$ cat src/rtl/pcm_port_pkg.sv
// Shared definitions for the voice PCM serial port.
// Assumes: nothing beyond IEEE 1800-2017.
package pcm_port_pkg;

    // Frame engine state, shared by the receive and transmit engines.
    typedef enum logic {
        ENG_IDLE = 1'b0,
        ENG_RUN  = 1'b1
    } pcm_eng_e;

    // Width of a bit counter able to index SAMPLE_W bits.
    function automatic int cnt_width(input int n);
        return (n > 1) ? $clog2(n) : 1;
    endfunction

endpackage

$ cat src/rtl/pcm_in_sync.sv
// Brings one asynchronous line signal into clk_i and flags its edges.
// Assumes: the input holds each level for at least 2 system clocks.
// level_o is the synchronized value; rise_o/fall_o are one-cycle pulses.
module pcm_in_sync #(
    parameter int STAGES = 2
) (
    input  logic clk_i,
    input  logic rst_ni,
    input  logic d_i,
    output logic level_o,
    output logic rise_o,
    output logic fall_o
);
    // STAGES synchronizer flops plus one history flop for edge detection.
    logic [STAGES:0] pipe_q;

    // Shift the line value through the synchronizer chain.
    always_ff @(posedge clk_i) begin
        if (!rst_ni) begin
            pipe_q <= '0;
        end else begin
            pipe_q <= {pipe_q[STAGES-1:0], d_i};
        end
    end

    assign level_o = pipe_q[STAGES-1];
    assign rise_o  = pipe_q[STAGES-1] & ~pipe_q[STAGES];
    assign fall_o  = ~pipe_q[STAGES-1] & pipe_q[STAGES];

endmodule

$ cat src/rtl/pcm_idle_timer.sv
// Counts system clocks since the last activity pulse; reports expiry.
// Assumes: LIMIT >= 1. The count saturates at LIMIT and expired_o stays high
// until the next activity pulse clears it.
module pcm_idle_timer #(
    parameter int LIMIT = 4096
) (
    input  logic clk_i,
    input  logic rst_ni,
    input  logic activity_i,
    output logic expired_o
);
    localparam int TW = $clog2(LIMIT + 1);
    localparam logic [TW-1:0] LIM = TW'(LIMIT);

    logic [TW-1:0] cnt_q;

    // Restart on activity, otherwise count up to the saturating limit.
    always_ff @(posedge clk_i) begin
        if (!rst_ni) begin
            cnt_q <= '0;
        end else if (activity_i) begin
            cnt_q <= '0;
        end else if (cnt_q != LIM) begin
            cnt_q <= cnt_q + 1'b1;
        end
    end

    assign expired_o = (cnt_q == LIM);

endmodule

$ cat src/rtl/pcm_rx_deser.sv
// Receive engine: collects SAMPLE_W bits MSB first after a sync rising edge.
// Assumes: inputs are already synchronized pulses in clk_i. A sync edge has
// priority over a bit edge in the same cycle. hold_i abandons any frame.
module pcm_rx_deser
    import pcm_port_pkg::*;
#(
    parameter int SAMPLE_W = 8
) (
    input  logic                clk_i,
    input  logic                rst_ni,
    input  logic                hold_i,
    input  logic                sync_rise_i,
    input  logic                bclk_fall_i,
    input  logic                data_i,
    output logic [SAMPLE_W-1:0] sample_o,
    output logic                valid_o
);
    localparam int CW = cnt_width(SAMPLE_W);
    localparam logic [CW-1:0] LAST = CW'(SAMPLE_W - 1);

    pcm_eng_e            state_q;
    logic [CW-1:0]       cnt_q;
    logic [SAMPLE_W-1:0] shift_q;
    logic [SAMPLE_W-1:0] next_shift;

    assign next_shift = {shift_q[SAMPLE_W-2:0], data_i};

    // Frame control, bit collection and hand-over of the finished byte.
    always_ff @(posedge clk_i) begin
        if (!rst_ni) begin
            state_q  <= ENG_IDLE;
            cnt_q    <= '0;
            shift_q  <= '0;
            sample_o <= '0;
            valid_o  <= 1'b0;
        end else begin
            valid_o <= 1'b0;
            if (hold_i) begin
                state_q <= ENG_IDLE;
            end else if (sync_rise_i) begin
                state_q <= ENG_RUN;
                cnt_q   <= '0;
            end else if ((state_q == ENG_RUN) && bclk_fall_i) begin
                shift_q <= next_shift;
                if (cnt_q == LAST) begin
                    sample_o <= next_shift;
                    valid_o  <= 1'b1;
                    state_q  <= ENG_IDLE;
                end else begin
                    cnt_q <= cnt_q + 1'b1;
                end
            end
        end
    end

endmodule

$ cat src/rtl/pcm_tx_ser.sv
// Transmit engine: captures a word on a sync rising edge and sends it MSB
// first, advancing one bit per bit-clock rising edge.
// Assumes: synchronized pulses in clk_i; sync edge wins over a bit edge.
// data_o is forced low outside the slot.
module pcm_tx_ser
    import pcm_port_pkg::*;
#(
    parameter int SAMPLE_W = 8
) (
    input  logic                clk_i,
    input  logic                rst_ni,
    input  logic                hold_i,
    input  logic                sync_rise_i,
    input  logic                bclk_rise_i,
    input  logic [SAMPLE_W-1:0] word_i,
    output logic                data_o,
    output logic                oe_o
);
    localparam int CW = cnt_width(SAMPLE_W);
    localparam logic [CW-1:0] LAST = CW'(SAMPLE_W - 1);

    pcm_eng_e            state_q;
    logic [CW-1:0]       cnt_q;
    logic [SAMPLE_W-1:0] shift_q;

    // Slot control: load on sync, shift on each bit-clock rise, stop after the last bit.
    always_ff @(posedge clk_i) begin
        if (!rst_ni) begin
            state_q <= ENG_IDLE;
            cnt_q   <= '0;
            shift_q <= '0;
        end else if (hold_i) begin
            state_q <= ENG_IDLE;
        end else if (sync_rise_i) begin
            state_q <= ENG_RUN;
            cnt_q   <= '0;
            shift_q <= word_i;
        end else if ((state_q == ENG_RUN) && bclk_rise_i) begin
            if (cnt_q == LAST) begin
                state_q <= ENG_IDLE;
            end else begin
                cnt_q   <= cnt_q + 1'b1;
                shift_q <= {shift_q[SAMPLE_W-2:0], 1'b0};
            end
        end
    end

    assign oe_o   = (state_q == ENG_RUN);
    assign data_o = oe_o & shift_q[SAMPLE_W-1];

endmodule

$ cat src/rtl/pcm_voice_port.sv
// Voice PCM serial port, top level.
// Synchronizes the line signals, runs the receive and transmit engines,
// and raises a power-save request when the bit clock or the transmit sync
// stops. Assumes clk_i >= 4x bit clock. The default timeouts suit a
// 250 MHz clk_i: about 16 us for the bit clock and about 167 us for the
// transmit sync, which is one frame at 6 kHz.
module pcm_voice_port #(
    parameter int SAMPLE_W      = 8,
    parameter int SYNC_STAGES   = 2,
    parameter int BCLK_TIMEOUT  = 4096,
    parameter int FSYNC_TIMEOUT = 41750
) (
    input  logic                clk_i,
    input  logic                rst_ni,
    input  logic                bclk_i,
    input  logic                rx_sync_i,
    input  logic                rx_data_i,
    input  logic                tx_sync_i,
    input  logic [SAMPLE_W-1:0] tx_sample_i,
    output logic [SAMPLE_W-1:0] rx_sample_o,
    output logic                rx_valid_o,
    output logic                tx_data_o,
    output logic                tx_oe_o,
    output logic                pwr_save_o
);
    logic bclk_lvl, bclk_rise, bclk_fall;
    logic rxs_lvl, rxs_rise, rxs_fall;
    logic txs_lvl, txs_rise, txs_fall;
    logic dat_lvl, dat_rise, dat_fall;
    logic bclk_idle, fsync_idle;

    pcm_in_sync #(.STAGES(SYNC_STAGES)) u_sync_bclk (
        .clk_i(clk_i), .rst_ni(rst_ni), .d_i(bclk_i),
        .level_o(bclk_lvl), .rise_o(bclk_rise), .fall_o(bclk_fall)
    );
    pcm_in_sync #(.STAGES(SYNC_STAGES)) u_sync_rxs (
        .clk_i(clk_i), .rst_ni(rst_ni), .d_i(rx_sync_i),
        .level_o(rxs_lvl), .rise_o(rxs_rise), .fall_o(rxs_fall)
    );
    pcm_in_sync #(.STAGES(SYNC_STAGES)) u_sync_txs (
        .clk_i(clk_i), .rst_ni(rst_ni), .d_i(tx_sync_i),
        .level_o(txs_lvl), .rise_o(txs_rise), .fall_o(txs_fall)
    );
    pcm_in_sync #(.STAGES(SYNC_STAGES)) u_sync_dat (
        .clk_i(clk_i), .rst_ni(rst_ni), .d_i(rx_data_i),
        .level_o(dat_lvl), .rise_o(dat_rise), .fall_o(dat_fall)
    );

    // Edge flags not needed by any engine, kept visible as one sink.
    logic unused_edges;
    assign unused_edges = ^{bclk_lvl, rxs_lvl, rxs_fall, txs_lvl, dat_rise, dat_fall};

    pcm_idle_timer #(.LIMIT(BCLK_TIMEOUT)) u_bclk_timer (
        .clk_i(clk_i), .rst_ni(rst_ni),
        .activity_i(bclk_rise | bclk_fall), .expired_o(bclk_idle)
    );
    pcm_idle_timer #(.LIMIT(FSYNC_TIMEOUT)) u_fsync_timer (
        .clk_i(clk_i), .rst_ni(rst_ni),
        .activity_i(txs_rise | txs_fall), .expired_o(fsync_idle)
    );

    assign pwr_save_o = bclk_idle | fsync_idle;

    pcm_rx_deser #(.SAMPLE_W(SAMPLE_W)) u_rx (
        .clk_i(clk_i), .rst_ni(rst_ni), .hold_i(pwr_save_o),
        .sync_rise_i(rxs_rise), .bclk_fall_i(bclk_fall), .data_i(dat_lvl),
        .sample_o(rx_sample_o), .valid_o(rx_valid_o)
    );

    pcm_tx_ser #(.SAMPLE_W(SAMPLE_W)) u_tx (
        .clk_i(clk_i), .rst_ni(rst_ni), .hold_i(pwr_save_o),
        .sync_rise_i(txs_rise), .bclk_rise_i(bclk_rise), .word_i(tx_sample_i),
        .data_o(tx_data_o), .oe_o(tx_oe_o)
    );

endmodule

$ cat config.mk
export PLATFORM = sky130hd
export DESIGN_NAME = pcm_voice_port
export DESIGN_NICKNAME = d
export VERILOG_FILES = /design/src/rtl/pcm_port_pkg.sv /design/src/rtl/pcm_in_sync.sv /design/src/rtl/pcm_idle_timer.sv /design/src/rtl/pcm_rx_deser.sv /design/src/rtl/pcm_tx_ser.sv /design/src/rtl/pcm_voice_port.sv
export SDC_FILE = /design/constraint.sdc
export NUM_CORES = 1
export LEC_CHECK = 0
export BUFFER_PORTS_ARGS = -buffer_cell sky130_fd_sc_hd__buf_2
export CAP_MARGIN = 5
export CORE_ASPECT_RATIO = 1.2
export CORE_MARGIN = 8
export CORE_UTILIZATION = 63
export DETAILED_ROUTE_END_ITERATION = 10
export PLACE_DENSITY = 0.94
export SKIP_CTS_REPAIR_TIMING = 1
export SYNTH_ARGS = -nofsm -noshare
export SYNTH_HDL_FRONTEND = slang
export SYNTH_SLANG_ARGS = --single-unit
$ cat constraint.sdc
create_clock -name clk_i -period 2.8 [get_ports clk_i]
set_clock_uncertainty 0.05 [all_clocks]
set_input_delay 0.84 -clock clk_i [delete_from_list [all_inputs] [get_ports clk_i]]
set_output_delay 0.84 -clock clk_i [all_outputs]
set_load 0.005 [all_outputs]
Word-level counts from Yosys, hierarchy flattened
Cells that the tools add are included.
Widths: inputs -> output; s select.

word-level totals
  input bits = 14
  output and inout port bits = 12
  flip-flop bits (word level) = 72
  logic and storage cells = 76

operators by class
  $add $sub $neg = 4
  equality and inequality tests = 8
  bitwise gates (word level) = 18
  reduce and logical (&&, ||, !) cells = 16
  mux-type cells = 16

operators with widths
  kind                   count
  $mux 8                 3
  $mux 3                 6
  $add 16x1->16 const B  1
  $eq 16x16->1 const B   1
  $ne 16x16->1 const B   1
  $add 13x1->13 const B  1
  $eq 13x13->1 const B   1
  $ne 13x13->1 const B   1
  $not 1->1              9
  $reduce_and 3->1       3
  $reduce_bool 2->1      4
  $mux 1                 7
  $add 3x1->3 const B    2
  $and 1x1->1            6
  $eq 3x3->1 const B     2
  $reduce_or 2->1        3
  $ne 2x2->1 const B     2
  $reduce_and 2->1       2
  $reduce_and 4->1       1
  $reduce_or 4->1        1
  $or 1x1->1             3
  $logic_and 1x1->1      2

Depth between registers and ports, before layout
Gate-level depths: netlist of the first run.

  word-level depth = 5
  gate-level depth with buffers = 8
  depth with buffers taken out = 6

Modules after synthesis
From an unflattened synthesis of the first run, not the netlist that was laid out.

unflattened totals
  cells, all modules = 366
  area total of the unflattened synthesis = 3,443.3 µm²

by module, submodules not included
  module                          times used  sequential area each (µm²)  area each (µm²)  cells an instance
  pcm_rx_deser                    1           400.4                       883.3            86
  pcm_idle_timer (u_fsync_timer)  1           320.3                       842.1            97
  pcm_idle_timer (u_bclk_timer)   1           260.2                       710.7            83
  pcm_tx_ser                      1           240.2                       623.1            65
  pcm_in_sync                     4           60.1                        91.3             8
  pcm_voice_port                  1           0.0                         18.8             3

Least setup slack after synthesis of the first run
No wires, ideal clock.

  path type = register to output
  start point = register u_fsync_timer.cnt_q[0]
  end point = output port pwr_save_o
  path slack = 0.707 ns
  buffers on the path = 1
  required time = 1.910 ns
  arrival = 1.203 ns
  cell stages (with the launch flop) = 7
  cell sequence = dfxtp_1 -> inv_1 -> ha_1 -> and3b_1 -> nand4_1 -> buf_2 -> nand2_1

between the ends
  longest elaborated chain between the ends = 2

ends and longest elaborated chain
  item                    line                  RTL
  from (decl)             pcm_idle_timer.sv:15  logic [TW-1:0] cnt_q;
  from (signal assigned)  pcm_idle_timer.sv:24  cnt_q <= cnt_q + 1'b1;
  $eq 16x16->1            pcm_idle_timer.sv:28  assign expired_o = (cnt_q == LIM);
  $or 1x1->1              pcm_voice_port.sv:62  assign pwr_save_o = bclk_idle | fsync_idle;
  to (decl)               pcm_voice_port.sv:24  output logic pwr_save_o

Every way passes these cells.

Worst setup path in the final report of the first run
  start point = register u_bclk_timer.cnt_q[0]
  end point = output port pwr_save_o

between the ends
  longest elaborated chain between the ends = 2

ends and longest elaborated chain
  item                    line
  from (decl)             pcm_idle_timer.sv:15
  from (signal assigned)  pcm_idle_timer.sv:24
  $eq 13x13->1            pcm_idle_timer.sv:28
  $or 1x1->1              pcm_voice_port.sv:62

Every way passes these cells.

==> flow_summary.ini, run 1 <==
[critical_path]
cp_cell_sequence = inv_1 -> ha_1 -> nor4b_1 -> nand3_1 -> nand2_1 -> buf_2
path_depth = 6
worstSetupPathType = reg2out
required_ns = 1.91
max_stage_delay_ns = 0.33
cp-end-kind = primary output
cp_max_fo = 5
crit_arrival_ns = 1.71
r2r_cells = 4
cp_slowest_cell = dfxtp_1
critical_path_buf_inv_count = 2
worst_path_dominant_cell_family = simple AND/OR/NAND/NOR gates
worst_setup_path_start_kind = flop

[logic_synthesis]
synth-edff-count = 0
avgSynthCellArea_um2 = 9.39
synth-seq-area-share_pct = 46.8
netlist_instances = 328
syn_nets = 353
synth_ff_type = dfxtp_1
synth_area_leaders = dfxtp_1 47%, mux2i_1 7.2%, nand2_1 4.5%, ha_1 4.5%, xnor2_1 2.6%
ys_warn_count = 0
synthArstFlopShare_pct = 0
synthDistinctLibCells = 43
synth_seq_cells = 72
post-synth-top-area-fraction_pct = 46.8
yosysTopAreaCell = dfxtp_1
syn_area_mm2 = 0.00308

[timing]
final_hold_viol_count = 0
min_period_ns = 2.60
layout_setup_ws_ns = 0.201
fmax_mhz = 385
holdWs_ns = 0.396
min_period_over_period_pct = 92.8
fin_setup_tns_ns = 0
rsz0062_at_grt = no
tightest_slew_ns = 0.624
drv_slew = 0
relSlewSlack_pct = 58.4
finalSetupViolations = 0

[route]
first_iter_violations = 174
ant_nets = 0
wirelength_mm = 5.89
viasPerCell = 5.70
drc = 0
dr.pass1.iters = 4
routedWlPerCell_um = 14.1
num_vias = 2375

[die]
initial_core_util_pct = 63.7
rows = 28
core_mm2 = 0.00483
boundaryPins = 26
die_h_um = 92.6
die_x_um = 79.8
die_area_mm2 = 0.00739

[cts]
clock_path_buffers = 2
cts_tree = yes
cts_buffers = 9
cts.clk_slew.worst_paths_ns = 0.07
cts_root_buffer = clkbuf_8
cts_sinks = 72
h-tree-depth = 3
clock_latency_ns = 0.35

[placement]
post-dp-hpwl_mm = 4.17
portBuffers = 25
pre_cts_slack_ns = 0.557
routabilityCongestion = 0.899

[global_routing]
grt_pass1_wl_mm = 10.1
grt_max_degree = 25
groute.usage.overall_pct = 17.3
grt-ovfl-total = 0
grt_pass1_vias = 2285
antenna_found_initial = 0

[power_and_ir_drop]
max-vdd-ir-drop_mv = 0.373
p_leak_uw = 0.00126
p_per_area_mw_per_mm2 = 559

[finish]
final_cell_mix = 72 x dfxtp_1, 37 x nand2_1, 25 x buf_2, 22 x mux2i_1, 20 x nor2_1
drive_gt1_share_pct = 14.0
antennaDiodeCount = 0
area_delta_synth_final_pct = 11.2
finalNetCount = 377
layout_commonest_cell = dfxtp_1

[hold_path]
min-delay-path-class = reg2reg
hold_path_depth = 1

[flow_run]
maxCapViolCount = 0

[run_status]
outcome = complete, no violations
==> Yosys cell counts (all sizes together), types with 4 or more instances <==
master / instances
a211oi: 9
a21oi: 12
a31oi: 9
and2: 11
buf: 6
clkbuf: 10
dfxtp: 72
ha: 11
inv: 10
mux2i: 22
nand2: 37
nand2b: 4
nand3: 13
nand3b: 4
nand4: 7
nor2: 20
nor3: 8
nor4: 6
o21ai: 9
or3: 8
xnor2: 9
xor2: 7
==> power by group <==
group | internal, uW | switching (uW)
logic | 38.5 | 51.6
registers | 1050 | 14.1
clock network | 373 | 391
total | 1460 | 457
==> metal layers <==
metal	track usage (%)	share of wire (%)	wire (um)	vias to the layer above
li1	-	-	-	1208
met1	18.8	43	2550	1112
met2	28.1	50	2940	41
met3	5.81	4.2	250	14
met4	10.6	2.7	157	0
met5	0	0	0	-
==> cell families (layout without fill, tap and decap cells) <==
family / after synthesis / count (layout) / share of synthesized area, %
AOI/OAI and AO/OA: 46 / 46 / 9.18
xor gates and xnor gates: 16 / 16 / 4.55
adders and majority gates: 11 / 11 / 4.47
buffers and inverters: 26 / 55 / 3.78
DFF: 72 / 72 / 46.8
muxes: 22 / 22 / 7.15
and+or+nand+nor: 135 / 135 / 24.1
==> path summary, 6_finish.rpt <==
check	from	to	slack, ns
worst min-delay path	u_sync_dat.pipe_q[0]	u_sync_dat.pipe_q[1]	0.40
worst max register to register	u_sync_txs.pipe_q[1]	u_tx.shift_q[0]	0.78
worst max-delay path	u_bclk_timer.cnt_q[0]	pwr_save_o	0.20
worst min register to register	u_sync_dat.pipe_q[0]	u_sync_dat.pipe_q[1]	0.40
==> stage by stage <==
stage               utilization, %  total power (uW)  instance area, um^2  cells
CTS                           70.8              1930                 3420    417
detailed placement            66.8              1170                 3230    401
floorplan                        -              1150                 3080    328
finish                        70.8              1910                 3420    417
global placement              66.8              1170                 3230    401
global route                  70.8              2000                 3420    417
==> registers in the layout, summed over array words and instances (netlist names), 2 cells and up <==
register and count:
u_rx.sample_o 8, u_rx.cnt_q 3, u_fsync_timer.cnt_q 16, u_sync_txs.pipe_q 3, u_sync_rxs.pipe_q 3, u_rx.shift_q 7, u_tx.cnt_q 3, u_tx.shift_q 8
u_sync_dat.pipe_q 2, u_sync_bclk.pipe_q 3, u_bclk_timer.cnt_q 13
==> cell type report <==
| class | instances | area [um^2] |
|---|---|---|
| Multi-Input combinational cell | 230 | 1520 |
| Inverter | 10 | 37.5 |
| Fill cell | 359 | 1410 |
| Tap cell | 60 | 75.1 |
| Timing Repair Buffer | 29 | 155 |
| Clock buffer | 11 | 151 |
| Sequential cell | 72 | 1440 |
| Clock inverter | 5 | 41.3 |
(Power assumes the default switching activity.)
==> run 2: changes to the inputs <==
--- a/config.mk
+++ b/config.mk
@@ -11,7 +11,7 @@
 export CORE_MARGIN = 8
 export CORE_UTILIZATION = 63
 export DETAILED_ROUTE_END_ITERATION = 10
-export PLACE_DENSITY = 0.94
+export PLACE_DENSITY = 0.83
 export SKIP_CTS_REPAIR_TIMING = 1
 export SYNTH_ARGS = -nofsm -noshare
 export SYNTH_HDL_FRONTEND = slang
==> flow_summary.ini, run 2 (same netlist as run 1, synthesis figures left out) <==
[timing]
fin_setup_tns_ns = 0
min_period_over_period_pct = 92.9
relSlewSlack_pct = 59.6
final_hold_viol_count = 0
tightest_slew_ns = 0.605
fmax_mhz = 384
rsz0062_at_grt = no
finalSetupViolations = 0
drv_slew = 0
min_period_ns = 2.60

[route]
dr.pass1.iters = 5
viasPerCell = 5.78
ant_nets = 0
first_iter_violations = 97
drc = 0
num_vias = 2411
routedWlPerCell_um = 14.9
wirelength_mm = 6.20

[cts]
cts_tree = yes
h-tree-depth = 3
cts_buffers = 9
clock_path_buffers = 2
cts_sinks = 72
clock_latency_ns = 0.35
cts_root_buffer = clkbuf_8
cts.clk_slew.worst_paths_ns = 0.08

[die]
die_area_mm2 = 0.00739
die_h_um = 92.6
boundaryPins = 26
die_x_um = 79.8
rows = 28
initial_core_util_pct = 63.7
core_mm2 = 0.00483

[finish]
layout_commonest_cell = dfxtp_1
final_cell_mix = 72 x dfxtp_1, 37 x nand2_1, 25 x buf_2, 22 x mux2i_1, 20 x nor2_1
largest_register_ffs = 16
largest_register = u_fsync_timer.cnt_q
reg.largest.list = u_fsync_timer.cnt_q: 16 flops, u_bclk_timer.cnt_q: 13 flops
multiInputGateArea_mm2 = 0.00152
area_delta_synth_final_pct = 13.6
n_fill_cell = 348
finalNetCount = 377
final-seq-area_mm2 = 0.00144
antennaDiodeCount = 0
drive_gt1_share_pct = 14.0

[power_and_ir_drop]
p_leak_uw = 0.00129
max-vdd-ir-drop_mv = 0.436
p_total_uw = 2230
p_per_area_mw_per_mm2 = 637

[flow_run]
maxCapViolCount = 0

[critical_path]
reg2reg_to = u_rx.cnt_q[1]
reg2reg_slack_ns = 0.74
cp-end-kind = primary output
crit_arrival_ns = 1.71
worst_setup_path_start_kind = flop
required_ns = 1.91
r2r_start = u_bclk_timer.cnt_q[0]
cp_max_fo = 5
worstSetupPathType = reg2out
r2r_cells = 7

[global_routing]
grt_pass1_vias = 2418
groute.usage.overall_pct = 17.7
grt_max_degree = 31
grt_pass1_wl_mm = 10.6
antenna_found_initial = 0
grt-ovfl-total = 0

[placement]
portBuffers = 25
routabilityCongestion = 0.833
post-dp-hpwl_mm = 4.37

[run_status]
outcome = complete, no violations

[hold_path]
hp-start = u_sync_txs.pipe_q[0]
whs_endpoint = u_sync_txs.pipe_q[1]
min-delay-path-class = reg2reg
hold_path_depth = 1
-- run 2: area by class of cell --
type | count | share of cell area [%]
flip-flops and latches | 72 | 41.2
multi-input cells | 230 | 43.5
clock buffers | 9 | 3.54
repair buffers | 29 | 4.43
well taps | 60 | 2.15
clock inverters | 7 | 4.11
inverters | 10 | 1.07
-- run 2: how the worst max path moves through the flow --
stage / start / to / slack [ns]
after floorplan: u_fsync_timer.cnt_q[0] / pwr_save_o / 0.71
after global placement: u_bclk_timer.cnt_q[0] / pwr_save_o / 0.65
after detailed placement: u_bclk_timer.cnt_q[0] / pwr_save_o / 0.56
after CTS: u_bclk_timer.cnt_q[0] / pwr_save_o / 0.18
after global routing: u_bclk_timer.cnt_q[0] / pwr_save_o / 0.05
final: u_bclk_timer.cnt_q[0] / pwr_save_o / 0.20
-- run 2: worst max-delay path, stage by stage, from the launching register on --
cell and delay (ns):
dfxtp_1 0.33, inv_1 0.09, ha_1 0.14, nor4b_1 0.33, nand3_1 0.15, nand2_1 0.17
buf_2 0.14
-- run 2: per-layer routing --
metal  global-route usage (%)  vias to the layer above  wire [um]
met5                        0                        -          0
met4                     8.21                        0         81
met3                     4.84                        9        289
met2                     31.0                       50       3220
met1                     19.1                     1140       2610
li1                         -                     1212          -
-- run 2: stage by stage --
step / instances / hold slack, ns / util [%] / instance area, um^2 / setup WS (ns)
2_1_floorplan: 328 / 0.362 / - / 3080 / 0.707
3_3_place_gp: 401 / 0.366 / 66.8 / 3230 / 0.653
3_5_place_dp: 401 / 0.371 / 66.8 / 3230 / 0.560
4_1_cts: 417 / 0.391 / 72.4 / 3500 / 0.177
5_1_grt: 417 / 0.409 / 72.4 / 3500 / 0.0503
6_report: 417 / 0.388 / 72.4 / 3500 / 0.199
-- run 2: report_power, final --
part | internal [uW] | switching, uW | total [uW]
logic | 38.7 | 53.2 | 91.9
clock network | 683 | 393 | 1080
registers | 1050 | 13.9 | 1060
==> run 3: changes to the inputs <==
--- a/config.mk
+++ b/config.mk
@@ -9,9 +9,10 @@
 export CAP_MARGIN = 5
 export CORE_ASPECT_RATIO = 1.2
 export CORE_MARGIN = 8
-export CORE_UTILIZATION = 63
+export CORE_UTILIZATION = 65
+export CTS_BUF_LIST = sky130_fd_sc_hd__clkbuf_8
 export DETAILED_ROUTE_END_ITERATION = 10
-export PLACE_DENSITY = 0.83
+export PLACE_DENSITY = 0.9
 export SKIP_CTS_REPAIR_TIMING = 1
 export SYNTH_ARGS = -nofsm -noshare
 export SYNTH_HDL_FRONTEND = slang
==> flow_summary.ini, run 3 (same netlist as run 1, synthesis figures left out) <==
[critical_path]
critical_path_buf_inv_count = 2
cp_cell_sequence = inv_1 -> ha_1 -> nor4b_2 -> nand3_1 -> nand2_1 -> buf_2
crit_arrival_ns = 1.69
required_ns = 1.91
worst_path_dominant_cell_family = simple AND/OR/NAND/NOR gates
worst_setup_path_start_kind = flop
worstSetupPathType = reg2out
cp_max_fo = 5
cp_slowest_cell = dfxtp_1
cp-end-kind = primary output
max_stage_delay_ns = 0.33

[global_routing]
antenna_found_initial = 0
grt_pass1_wl_mm = 10.3
grt_max_degree = 22
groute.usage.overall_pct = 17.5
grt_pass1_vias = 2346
grt-ovfl-total = 0

[power_and_ir_drop]
p_per_area_mw_per_mm2 = 568
p_leak_uw = 0.00126
max-vdd-ir-drop_mv = 0.400

[cts]
h-tree-depth = 3
cts_tree = yes
cts.clk_slew.worst_paths_ns = 0.08
cts_buffers = 9
cts_sinks = 72
clock_latency_ns = 0.35
cts_root_buffer = clkbuf_8
clock_path_buffers = 2

[route]
num_vias = 2418
routedWlPerCell_um = 14.3
drc = 0
wirelength_mm = 5.95
first_iter_violations = 130
viasPerCell = 5.81
ant_nets = 0
dr.pass1.iters = 4

[finish]
drive_gt1_share_pct = 14.5
final_cell_mix = 72 x dfxtp_1, 37 x nand2_1, 25 x buf_2, 22 x mux2i_1, 20 x nor2_1
layout_commonest_cell = dfxtp_1
largest_register = u_fsync_timer.cnt_q
largest_register_ffs = 16
area_delta_synth_final_pct = 11.6
finalNetCount = 378
antennaDiodeCount = 0
reg.largest.list = u_fsync_timer.cnt_q: 16 flops, u_bclk_timer.cnt_q: 13 flops

[placement]
portBuffers = 25
pre_cts_slack_ns = 0.506
routabilityCongestion = 0.784
post-dp-hpwl_mm = 4.23

[die]
rows = 27
die_h_um = 91.4
boundaryPins = 26
core_mm2 = 0.00456
initial_core_util_pct = 67.5
die_area_mm2 = 0.00720
die_x_um = 78.8

[run_status]
outcome = complete, no violations

[timing]
tightest_slew_ns = 0.542
min_period_over_period_pct = 92.2
rsz0062_at_grt = no
drv_slew = 0
fmax_mhz = 387
layout_setup_ws_ns = 0.217
finalSetupViolations = 0
min_period_ns = 2.58
relSlewSlack_pct = 63.7
final_hold_viol_count = 0
fin_setup_tns_ns = 0

[flow_run]
maxCapViolCount = 0

[hold_path]
min-delay-path-class = reg2reg
## run 3: final timing paths
path                              start              endpoint  slack [ns]  cells after the start
hold / removal     u_sync_dat.pipe_q[0]  u_sync_dat.pipe_q[1]        0.39                      1
setup / recovery  u_bclk_timer.cnt_q[0]            pwr_save_o        0.22                      6
setup reg to reg  u_bclk_timer.cnt_q[0]       u_rx.shift_q[1]        0.77                      7
hold reg to reg    u_sync_dat.pipe_q[0]  u_sync_dat.pipe_q[1]        0.39                      1
## run 3: per-stage QoR
step	area [um^2]	instances	total power (uW)	hold WS (ns)	utilization (%)
2_1_floorplan	3080	328	1150	0.362	-
3_3_place_gp	3240	400	1170	0.366	70.9
3_5_place_dp	3240	400	1170	0.373	70.9
4_1_cts	3430	416	1970	0.392	75.2
5_1_grt	3440	416	2040	0.399	75.4
6_report	3440	416	1950	0.386	75.4
## run 3: final cells by class
cell class                 count  area [um^2]
multi-input combinational    230         1530
sequential                    72         1440
fill                         313         1120
timing repair buffer          30          163
clock buffer                   9          124
tap                           58         72.6
clock inverter                 7         71.3
inverter                      10         37.5
## run 3: report_power, final
| part | switching, uW | internal (uW) |
|---|---|---|
| combinational | 51.9 | 39.4 |
| sequential | 14.0 | 1050 |
| clock | 390 | 410 |
| total | 456 | 1490 |
## run 3: layer usage
| metal | GRT usage (%) | share of wire [%] | up-vias |
|---|---|---|---|
| li1 | - | - | 1217 |
| met2 | 30.5 | 52 | 54 |
| met1 | 18.3 | 41 | 1131 |
| met5 | 0 | 0 | - |
| met3 | 5.62 | 4.2 | 16 |
| met4 | 8.36 | 2.6 | 0 |
## run 3: worst register-to-register path, cell delays in order (launching register included)
cell,delay [ns]
dfxtp_1,0.36
inv_1,0.08
ha_1,0.19
nor4b_2,0.16
and3_1,0.29
nor4b_2,0.35
buf_4,0.25
mux2i_1,0.23
